`src/rtl/omega_pkg.sv`:
```
package omega_pkg;

  typedef enum logic [1:0] {
    SW_STRAIGHT = 2'd0,
    SW_EXCHANGE = 2'd1,
    SW_BCAST_UP = 2'd2,
    SW_BCAST_DN = 2'd3
  } sw_set_e;

  // perfect shuffle: rotate a bits-wide index left by one
  function automatic int unsigned shuffle_idx(int unsigned idx, int unsigned bits);
    int unsigned mask;
    mask = (32'd1 << bits) - 32'd1;
    return ((idx << 1) | (idx >> (bits - 1))) & mask;
  endfunction

endpackage

```
`src/rtl/omega_shuffle.sv`:
```
module omega_shuffle #(
  parameter int unsigned N_LANES = 8,
  parameter int unsigned LANE_W  = 8,
  parameter int unsigned IDX_W   = 3
) (
  input  logic [N_LANES-1:0][LANE_W-1:0] lane_i,
  output logic [N_LANES-1:0][LANE_W-1:0] lane_o
);

  for (genvar i = 0; i < N_LANES; i++) begin : g_wire
    localparam int unsigned DST = omega_pkg::shuffle_idx(i, IDX_W);
    assign lane_o[DST] = lane_i[i];
  end

endmodule

```
`src/rtl/omega_switch.sv`:
```
module omega_switch (
  input  logic               hi_v_i,
  input  logic               hi_bit_i,
  input  logic               lo_v_i,
  input  logic               lo_bit_i,
  output omega_pkg::sw_set_e set_o,
  output logic               up_v_o,
  output logic               dn_v_o,
  output logic               drop_lo_o
);

  logic conflict;
  logic exch;

  assign conflict = hi_v_i & lo_v_i & (hi_bit_i == lo_bit_i);
  // upper packet steers the element; otherwise the lower one does
  assign exch     = hi_v_i ? hi_bit_i : (lo_v_i & ~lo_bit_i);

  assign set_o     = exch ? omega_pkg::SW_EXCHANGE : omega_pkg::SW_STRAIGHT;
  assign up_v_o    = exch ? (lo_v_i & ~conflict) : hi_v_i;
  assign dn_v_o    = exch ? hi_v_i : (lo_v_i & ~conflict);
  assign drop_lo_o = conflict;

endmodule

```
`src/rtl/omega_stage.sv`:
```
module omega_stage #(
  parameter int unsigned N_LANES   = 8,
  parameter int unsigned ADDR_W    = 3,
  parameter int unsigned DATA_W    = 8,
  parameter int unsigned STAGE_IDX = 0
) (
  input  logic                               clk_i,
  input  logic                               rst_ni,
  input  logic [N_LANES-1:0]                 v_i,
  input  logic [N_LANES-1:0][ADDR_W-1:0]     dst_i,
  input  logic [N_LANES-1:0][ADDR_W-1:0]     src_i,
  input  logic [N_LANES-1:0][DATA_W-1:0]     dat_i,
  input  logic [N_LANES-1:0]                 blk_i,
  output logic [N_LANES-1:0]                 v_o,
  output logic [N_LANES-1:0][ADDR_W-1:0]     dst_o,
  output logic [N_LANES-1:0][ADDR_W-1:0]     src_o,
  output logic [N_LANES-1:0][DATA_W-1:0]     dat_o,
  output logic [N_LANES-1:0]                 blk_o
);

  localparam int unsigned LANE_W = 1 + 2 * ADDR_W + DATA_W;
  localparam int unsigned N_SW   = N_LANES / 2;
  localparam int unsigned BIT    = ADDR_W - 1 - STAGE_IDX;

  logic [N_LANES-1:0][LANE_W-1:0] lane_in, lane_sh;
  logic [N_LANES-1:0]             sh_v, nx_v;
  logic [N_LANES-1:0][ADDR_W-1:0] sh_dst, sh_src, nx_dst, nx_src;
  logic [N_LANES-1:0][DATA_W-1:0] sh_dat, nx_dat;
  logic [N_SW-1:0]                drop;
  logic [N_LANES-1:0]             blk_nx;
  omega_pkg::sw_set_e             sw_set [N_SW];

  always_comb begin
    for (int i = 0; i < N_LANES; i++) begin
      lane_in[i] = {v_i[i], dst_i[i], src_i[i], dat_i[i]};
      {sh_v[i], sh_dst[i], sh_src[i], sh_dat[i]} = lane_sh[i];
    end
  end

  omega_shuffle #(
    .N_LANES(N_LANES),
    .LANE_W (LANE_W),
    .IDX_W  (ADDR_W)
  ) u_shuffle (
    .lane_i(lane_in),
    .lane_o(lane_sh)
  );

  for (genvar j = 0; j < N_SW; j++) begin : g_sw
    omega_switch u_sw (
      .hi_v_i   (sh_v[2*j]),
      .hi_bit_i (sh_dst[2*j][BIT]),
      .lo_v_i   (sh_v[2*j+1]),
      .lo_bit_i (sh_dst[2*j+1][BIT]),
      .set_o    (sw_set[j]),
      .up_v_o   (nx_v[2*j]),
      .dn_v_o   (nx_v[2*j+1]),
      .drop_lo_o(drop[j])
    );

    // every valid input leaves as one valid output or one drop
    p_switch_count_r9: assert property (@(posedge clk_i) disable iff (!rst_ni)
      ($countones({nx_v[2*j], nx_v[2*j+1]}) + 32'(drop[j]))
        == $countones({sh_v[2*j], sh_v[2*j+1]}));
  end

  always_comb begin
    blk_nx = blk_i;
    for (int j = 0; j < N_SW; j++) begin
      if (sw_set[j] == omega_pkg::SW_EXCHANGE) begin
        nx_dst[2*j]   = sh_dst[2*j+1];
        nx_src[2*j]   = sh_src[2*j+1];
        nx_dat[2*j]   = sh_dat[2*j+1];
        nx_dst[2*j+1] = sh_dst[2*j];
        nx_src[2*j+1] = sh_src[2*j];
        nx_dat[2*j+1] = sh_dat[2*j];
      end else begin
        nx_dst[2*j]   = sh_dst[2*j];
        nx_src[2*j]   = sh_src[2*j];
        nx_dat[2*j]   = sh_dat[2*j];
        nx_dst[2*j+1] = sh_dst[2*j+1];
        nx_src[2*j+1] = sh_src[2*j+1];
        nx_dat[2*j+1] = sh_dat[2*j+1];
      end
      if (drop[j]) blk_nx[sh_src[2*j+1]] = 1'b1;
    end
  end

  always_ff @(posedge clk_i or negedge rst_ni) begin
    if (!rst_ni) begin
      v_o   <= '0;
      dst_o <= '0;
      src_o <= '0;
      dat_o <= '0;
      blk_o <= '0;
    end else begin
      v_o   <= nx_v;
      dst_o <= nx_dst;
      src_o <= nx_src;
      dat_o <= nx_dat;
      blk_o <= blk_nx;
    end
  end

  for (genvar l = 0; l < N_LANES; l++) begin : g_chk
    // a packet on an even lane had bit BIT clear, odd lane set
    p_route_bit_r5: assert property (@(posedge clk_i) disable iff (!rst_ni)
      v_o[l] |-> (dst_o[l][BIT] == 1'(l % 2)));
  end

  // registered packets plus blocked flags equal what entered the stage
  p_conserve_r6: assert property (@(posedge clk_i) disable iff (!rst_ni)
    1'b1 |=> ($countones(v_o) + $countones(blk_o))
             == $past($countones(v_i) + $countones(blk_i)));

endmodule

```
`src/rtl/omega_router.sv`:
```
module omega_router #(
  parameter int unsigned N_PORTS = 8,
  parameter int unsigned DATA_W  = 8,
  localparam int unsigned ADDR_W = $clog2(N_PORTS)
) (
  input  logic                         clk_i,
  input  logic                         rst_ni,
  input  logic [N_PORTS-1:0]           in_valid_i,
  input  logic [N_PORTS*ADDR_W-1:0]    in_dest_i,
  input  logic [N_PORTS*DATA_W-1:0]    in_data_i,
  output logic [N_PORTS-1:0]           out_valid_o,
  output logic [N_PORTS*DATA_W-1:0]    out_data_o,
  output logic [N_PORTS-1:0]           blocked_o
);

  localparam int unsigned STAGES = ADDR_W;

  logic [STAGES:0][N_PORTS-1:0]             st_v;
  logic [STAGES:0][N_PORTS-1:0][ADDR_W-1:0] st_dst;
  logic [STAGES:0][N_PORTS-1:0][ADDR_W-1:0] st_src;
  logic [STAGES:0][N_PORTS-1:0][DATA_W-1:0] st_dat;
  logic [STAGES:0][N_PORTS-1:0]             st_blk;

  assign st_v[0]   = in_valid_i;
  assign st_dst[0] = in_dest_i;
  assign st_dat[0] = in_data_i;
  assign st_blk[0] = '0;

  for (genvar i = 0; i < N_PORTS; i++) begin : g_tag
    assign st_src[0][i] = ADDR_W'(i);
  end

  for (genvar s = 0; s < STAGES; s++) begin : g_stage
    omega_stage #(
      .N_LANES  (N_PORTS),
      .ADDR_W   (ADDR_W),
      .DATA_W   (DATA_W),
      .STAGE_IDX(s)
    ) u_stage (
      .clk_i (clk_i),
      .rst_ni(rst_ni),
      .v_i   (st_v[s]),
      .dst_i (st_dst[s]),
      .src_i (st_src[s]),
      .dat_i (st_dat[s]),
      .blk_i (st_blk[s]),
      .v_o   (st_v[s+1]),
      .dst_o (st_dst[s+1]),
      .src_o (st_src[s+1]),
      .dat_o (st_dat[s+1]),
      .blk_o (st_blk[s+1])
    );
  end

  assign out_valid_o = st_v[STAGES];
  assign out_data_o  = st_dat[STAGES];
  assign blocked_o   = st_blk[STAGES];

  for (genvar j = 0; j < N_PORTS; j++) begin : g_out_chk
    // a delivered packet carries the destination of its port
    p_dest_match_r3: assert property (@(posedge clk_i) disable iff (!rst_ni)
      out_valid_o[j] |-> (st_dst[STAGES][j] == ADDR_W'(j)));
  end

endmodule

```
`config.mk`:
```
export PLATFORM = sky130hd
export DESIGN_NAME = omega_router
export DESIGN_NICKNAME = d
export VERILOG_FILES = /design/src/rtl/omega_pkg.sv /design/src/rtl/omega_shuffle.sv /design/src/rtl/omega_switch.sv /design/src/rtl/omega_stage.sv /design/src/rtl/omega_router.sv
export SDC_FILE = /design/constraint.sdc
export NUM_CORES = 1
export LEC_CHECK = 0
export ABC_AREA = 1
export BUFFER_PORTS_ARGS = -buffer_cell sky130_fd_sc_hd__buf_2
export CAP_MARGIN = 20
export CORE_UTILIZATION = 60
export CTS_CLUSTER_DIAMETER = 30
export CTS_CLUSTER_SIZE = 25
export DETAILED_ROUTE_END_ITERATION = 12
export PLACE_DENSITY = 0.84
export SLEW_MARGIN = 20
export SYNTH_ARGS = -nofsm -noshare
export SYNTH_HDL_FRONTEND = slang
export SYNTH_SLANG_ARGS = --single-unit
```
`constraint.sdc`:
```
create_clock -name clk_i -period 2.35 [get_ports clk_i]
set_clock_uncertainty 0.15 [all_clocks]
set_input_delay 0.235 -clock clk_i [delete_from_list [all_inputs] [get_ports clk_i]]
set_output_delay 0.235 -clock clk_i [all_outputs]
set_load 0.005 [all_outputs]
```
==> results of run 1 <==
## registers in the layout, indices dropped and copies added (netlist names)
| name | flops |
|---|---|
| g_stage.u_stage.blk_o | 20 |
| g_stage.u_stage.dat_o | 192 |
| g_stage.u_stage.dst_o | 24 |
| g_stage.u_stage.src_o | 17 |
| g_stage.u_stage.v_o | 24 |
## cell families (layout without fill, tap and decap cells)
| family | count (synthesis) | after routing | synth area share (%) |
|---|---|---|---|
| compound gates | 283 | 283 | 14.86 |
| other cells | 2 | 6 | 0.06980 |
| flops | 277 | 277 | 64.43 |
| simple gates | 341 | 341 | 12.49 |
| buf+inv | 213 | 583 | 8.152 |
## final timing paths
kind | start | end | slack (ns) | depth (start not counted)
min | in_valid_i[4] | g_stage[0].u_stage.v_o[1] | 0.06 | 3
max | in_valid_i[1] | g_stage[0].u_stage.dat_o[26] | 0.04 | 7
max in group asynchronous | rst_ni | g_stage[0].u_stage.dat_o[22] | 1.19 | 3
min in group asynchronous | rst_ni | g_stage[2].u_stage.dat_o[8] | 0.12 | 2
min reg2reg | g_stage[0].u_stage.blk_o[5] | g_stage[1].u_stage.blk_o[5] | 0.20 | 0
max reg2reg | g_stage[1].u_stage.v_o[0] | g_stage[2].u_stage.blk_o[0] | 0.60 | 5
## repair_timing
action,in CTS,in global routing
resized for setup,0,3
endpoints found under the setup margin,0,7
hold buffers,142,0
hold endpoints to repair,335,0
## power by group
part / internal [W] / switching [W] / total (W)
sequential: 0.00552 / 0.000450 / 0.00597
combinational: 0.000902 / 0.00142 / 0.00232
clock: 0.00422 / 0.00242 / 0.00663
total: 0.0106 / 0.00429 / 0.0149
## per-stage QoR
| step | area, sq um | utilization (%) |
|---|---|---|
| after floorplan | 10760 | - |
| after global placement | 11870 | 68.17 |
| after detailed placement | 11870 | 68.17 |
| after CTS | 14810 | 85.05 |
| after global routing | 14840 | 85.22 |
| final | 14840 | 85.22 |
## final cells by class
cell class                 count  area [sq um]  area share, %
antenna                        4         10.01        0.06744
clock buffer                  54          1230          8.286
clock inverter                24         289.0          1.947
inverter                     167         630.6          4.249
multi-input combinational    626          2959          19.94
sequential                   277          6932          46.70
tap                          225         281.5          1.897
timing repair buffer         336          2499          16.83
timing repair inverter         2         12.51        0.08430
## cell usage in the layout, fill, tap and decap left out, types with 4 or more instances in the layout
cell type,count
nand2_1,228
o21ai_0,179
o31ai_4,6
clkbuf_16,45
dfrtp_1,277
nor2_1,81
a21oi_2,6
clkinv_2,5
buf_12,4
inv_8,6
dlygate4sd3_1,142
inv_6,5
o211ai_1,4
inv_1,166
nand4_1,5
a21oi_1,66
buf_2,176
clkbuf_8,7
nor2_2,6
buf_4,12
bufinv_16,4
o21bai_1,10
o22ai_1,5
diode_2,4
clkinvlp_4,4
nand3_1,16
## critical path, cell delays in order
cell and delay (ns):
dlygate4sd3_1 0.54, buf_2 0.14, nand2_1 0.11, nand2_1 0.11
inv_1 0.53, o21ai_0 0.25, dlygate4sd3_1 0.63
## per-layer routing
layer	share of wire [%]	GRT usage [%]	up-vias
met5	0	0	-
li1	-	-	4195
met2	48	71.34	908
met3	11	10.66	320
met1	32	46.88	4767
met4	9.3	33.52	0
==> results.cfg, run 1 <==
[clock_network]
cts_tree = yes
cts_root_buf = clkbuf_16
postCtsSetupRepairBufs = 0
ctsHtreeMaxLevel = 2
cts.clk_slew.worst_paths_ns = 0.06
worstSkewPairLatency_ns = 0.53
clockBufferDepth = 3
numCtsBuffers = 42
cts.sinks = 277

[pwr]
leakagePower_nw = 7.450
p_total_w = 0.01492
peakVddDrop_v = 0.0008552
cellPowerDensity_mw_per_mm2 = 1005

[route]
drt_wl_total_um = 37820
drt_iter0_drc = 1234
routed_via_density = 5.942
vias = 10190
drc = 0
routedWlPerCell_um = 22.05
postRouteAntennaNets = 0
drt_pre_antenna_iters = 6

[floorplan]
fp.dieArea_sq_mm = 0.01847
start_util_pct = 61.77
die_w_um = 135.9
die_y_um = 135.9
core-area_sq_mm = 0.01742
num_rows = 48
io_pins = 178

[global_route]
overflow = 0
grt_max_degree = 69
gr-usage-all-layers_pct = 42.78
antenna_found_initial = 4
grt_pass1_wl_um = 57430
grt_pass1_vias = 10766

[logic_synthesis]
async_reset_ff_share_pct = 100.0
synth_common_cells = 277 x dfrtp_1, 228 x nand2_1, 179 x o21ai_0, 167 x inv_1, 81 x nor2_1
synthTopCellsByArea = dfrtp_1 64%, o21ai_0 8.3%, nand2_1 8.0%, inv_1 5.8%, a21oi_1 3.1%
synth.net_count = 1214
yosysUniqueCellTypes = 26
ys_seq_area_share_pct = 64.43
synthCells = 1116
syn_area_sq_mm = 0.01076
post-synth-top-count-cell = dfrtp_1
yosys.area.top_type = dfrtp_1
yosys_warnings = 0
synth_top_area_share_pct = 64.43
avgSynthCellArea_sq_um = 9.641
synth_flop_cell = dfrtp_1
yosys_register_bits = 277
synth_edf_count = 0

[sta]
min_period_ns = 2.307
setup_viol = 0
worstMarginPinSlew_ns = 0.7026
worst_slack_ns = 0.04304
whs_ns = 0.06032
slew_viol_final = 0
period_share_pct = 98.17
slew-limit-headroom_pct = 53.11
timing_hold_violations_final = 0
finalSetupTns_ns = 0
fmax_ghz = 0.4335

[placement]
place_inst = 1489
post-place-ws_ns = 0.7329
portBuffers = 177
hpwl_um = 18810
gp_congestion = 0.9021

[critical_path]
cp_data_required_time_ns = 2.60
cp.arrival_ns = 2.56
cp-start-kind = input port
cp-end-kind = flop
crit_type = input port to flop
crit_path_max_fanout = 21

[worst_hold_path]
hp-class = input port to flop

[run]
max_cap_violations = 0

[layout]
layout-drive-gt1-share_pct = 19.92
nFillCells = 762
finalNetCount = 1550
syn2layout_area_growth_pct = 37.96
final_cells = 1715

[run_status]
status = completed
Power figures use the tool's default switching activity.
==> run 2: changes to the inputs <==
--- a/config.mk
+++ b/config.mk
@@ -5,7 +5,6 @@
 export SDC_FILE = /design/constraint.sdc
 export NUM_CORES = 1
 export LEC_CHECK = 0
-export ABC_AREA = 1
 export BUFFER_PORTS_ARGS = -buffer_cell sky130_fd_sc_hd__buf_2
 export CAP_MARGIN = 20
 export CORE_UTILIZATION = 60
==> results.cfg, run 2 <==
[critical_path]
crit_type = input port to flop
cp_data_required_time_ns = 2.57
cp.arrival_ns = 2.54
cp-end-kind = flop
reg2regPathDepth = 3
crit_path_max_fanout = 22
cp-start-kind = input port

[sta]
worstMarginPinSlew_ns = 0.7207
grt_setup_unrepaired = no
min_period_ns = 2.319
whs_ns = -0.01218
period_share_pct = 98.66
setup_viol = 0
slew_viol_final = 0
slew-limit-headroom_pct = 51.84
fmax_ghz = 0.4313
timing_hold_violations_final = 1
finalSetupTns_ns = 0

[logic_synthesis]
yosys_register_bits = 277
synth.net_count = 771
yosys.area.top_type = dfrtp_1
yosysUniqueCellTypes = 35
avgSynthCellArea_sq_um = 15.63
yosys_warnings = 0
synthCells = 673
synth_edf_count = 0
post-synth-top-count-cell = dfrtp_1
synthTopCellsByArea = dfrtp_1 66%, mux2_2 23%, a22o_1 1.1%, buf_4 0.86%, inv_1 0.86%
ys_seq_area_share_pct = 65.91
synth_flop_cell = dfrtp_1
synth_common_cells = 277 x dfrtp_1, 212 x mux2_2, 24 x inv_1, 17 x nor2_1, 13 x a22o_1
synth_top_area_share_pct = 65.91
async_reset_ff_share_pct = 100.0
syn_area_sq_mm = 0.01052

[route]
drt_iter0_drc = 619
routed_via_density = 5.777
routedWlPerCell_um = 23.95
drc = 0
drt_wl_total_um = 30650
vias = 7394
drt_pre_antenna_iters = 5
postRouteAntennaNets = 0

[floorplan]
die_y_um = 134.4
num_rows = 48
core-area_sq_mm = 0.01724
io_pins = 178
start_util_pct = 61.02
die_w_um = 134.4
fp.dieArea_sq_mm = 0.01806

[pwr]
leakagePower_nw = 6.693
p_sw_share_pct = 25.56
clockPowerShare_pct = 43.1
power_frac_comb_pct = 15.0
peakVddDrop_v = 0.0007226
switching_power_w = 0.003573
intPower_w = 0.01040
cellPowerDensity_mw_per_mm2 = 961.9
seq_power_share_pct = 41.9

[worst_hold_path]
hp-class = input port to flop
holdPathStages = 3

[placement]
hpwl_um = 15400
gp_congestion = 0.8436
portBuffers = 177

[layout]
finalNetCount = 1125
final_common_cell = dfrtp_1
nFillCells = 707
largestRegisters = g_stage.u_stage.dat_o (192), g_stage.u_stage.dst_o (24), g_stage.u_stage.v_o (24)
largest_register_ffs = 192
final_cell_mix = 277 x dfrtp_1, 212 x mux2_2, 176 x buf_2, 143 x dlygate4sd3_1, 41 x clkbuf_16
syn2layout_area_growth_pct = 38.13
seqCellArea_sq_mm = 0.006932
utilization_pct = 84.28
layout-drive-gt1-share_pct = 45.92
multiInputGateArea_sq_mm = 0.003383
regMostFlops = g_stage.u_stage.dat_o

[clock_network]
postCtsSetupRepairBufs = 0
cts_root_buf = clkbuf_16
cts.sinks = 277
worstSkewPairLatency_ns = 0.52
numCtsBuffers = 39
cts_tree = yes
ctsHtreeMaxLevel = 2
cts.clk_slew.worst_paths_ns = 0.05
clockBufferDepth = 3

[global_route]
grt_pass1_wl_um = 46620
grt_max_degree = 66
grt_pass1_vias = 8170
gr-usage-all-layers_pct = 35.29
antenna_found_initial = 2
overflow = 0

[run_status]
status = finished with violations
violations = hold timing

[run]
max_cap_violations = 0
-- run 2: repair_timing --
| action | 4_1_cts | 5_1_grt |
|---|---|---|
| resized for setup | 0 | 1 |
| hold buffers | 143 | 0 |
| hold endpoints to repair | 282 | 0 |
| setup endpoints to repair | 0 | 6 |
-- run 2: logic make-up (layout without fill, tap and decap cells) --
logic type / count (synthesis) / after routing / share of synthesized area [%]
xor+xnor: 12 / 12 / 0.9993
other cells: 2 / 3 / 0.07140
mux: 220 / 220 / 23.55
flops: 277 / 277 / 65.91
buf+inv: 46 / 427 / 2.141
simple gates: 57 / 57 / 2.903
compound gates: 59 / 59 / 4.425
-- run 2: layout make-up --
class	instances	share of cell area (%)
Sequential cell	277	47.71
Multi-Input combinational cell	350	23.29
Timing Repair Buffer	335	17.16
Clock buffer	51	7.734
Tap cell	225	1.938
Clock inverter	17	1.524
Inverter	24	0.6201
Antenna cell	1	0.01723
-- run 2: metrics by stage --
step,total power (W),setup slack (ns),area [sq um],cells
final,0.01397,0.03141,14530,1280
after detailed placement,0.007581,0.5380,11750,1068
after floorplan,0.006741,0.7610,10520,673
after global placement,0.007490,0.6342,11750,1068
after CTS,0.01375,0.1154,14520,1279
after global routing,0.01437,0.03368,14530,1280
-- run 2: final timing paths --
| kind | start | endpoint | slack, ns |
|---|---|---|---|
| worst max-delay path | in_valid_i[5] | g_stage[0].u_stage.dat_o[16] | 0.03 |
| worst min-delay path | in_dest_i[14] | g_stage[0].u_stage.v_o[0] | -0.01 |
| worst max register to register | g_stage[0].u_stage.v_o[1] | g_stage[1].u_stage.dat_o[19] | 0.43 |
| worst min register to register | g_stage[0].u_stage.blk_o[5] | g_stage[1].u_stage.blk_o[5] | 0.20 |
| max in group asynchronous | rst_ni | g_stage[1].u_stage.src_o[14] | 1.20 |
| min in group asynchronous | rst_ni | g_stage[0].u_stage.dat_o[14] | 0.11 |
-- run 2: per-layer routing --
layer	GRT usage, %	up-vias	share of wire, %
met4	18.35	2	4.6
met3	7.710	119	6.8
li1	-	3078	-
met2	58.75	404	50
met5	0	-	0.049
met1	43.65	3791	38
-- run 2: power by group through the flow --
| stage | registers [W] | logic [W] | clock network, W |
|---|---|---|---|
| 4_1_cts | 0.00580 | 0.00199 | 0.00595 |
| 5_1_grt | 0.00591 | 0.00221 | 0.00625 |
| 2_1_floorplan | 0.00579 | 0.000953 | 0 |
| 6_report | 0.00586 | 0.00209 | 0.00602 |
| 3_5_place_dp | 0.00586 | 0.00172 | 0 |
| 3_3_place_gp | 0.00582 | 0.00167 | 0 |
-- run 2: critical path: stages --
cell and delay [ns]:
dlygate4sd3_1 0.54, buf_2 0.15, nand2b_1 0.13, nor2_1 0.10, a21oi_2 0.14, buf_6 0.27, mux2_2 0.38, dlygate4sd3_1 0.59
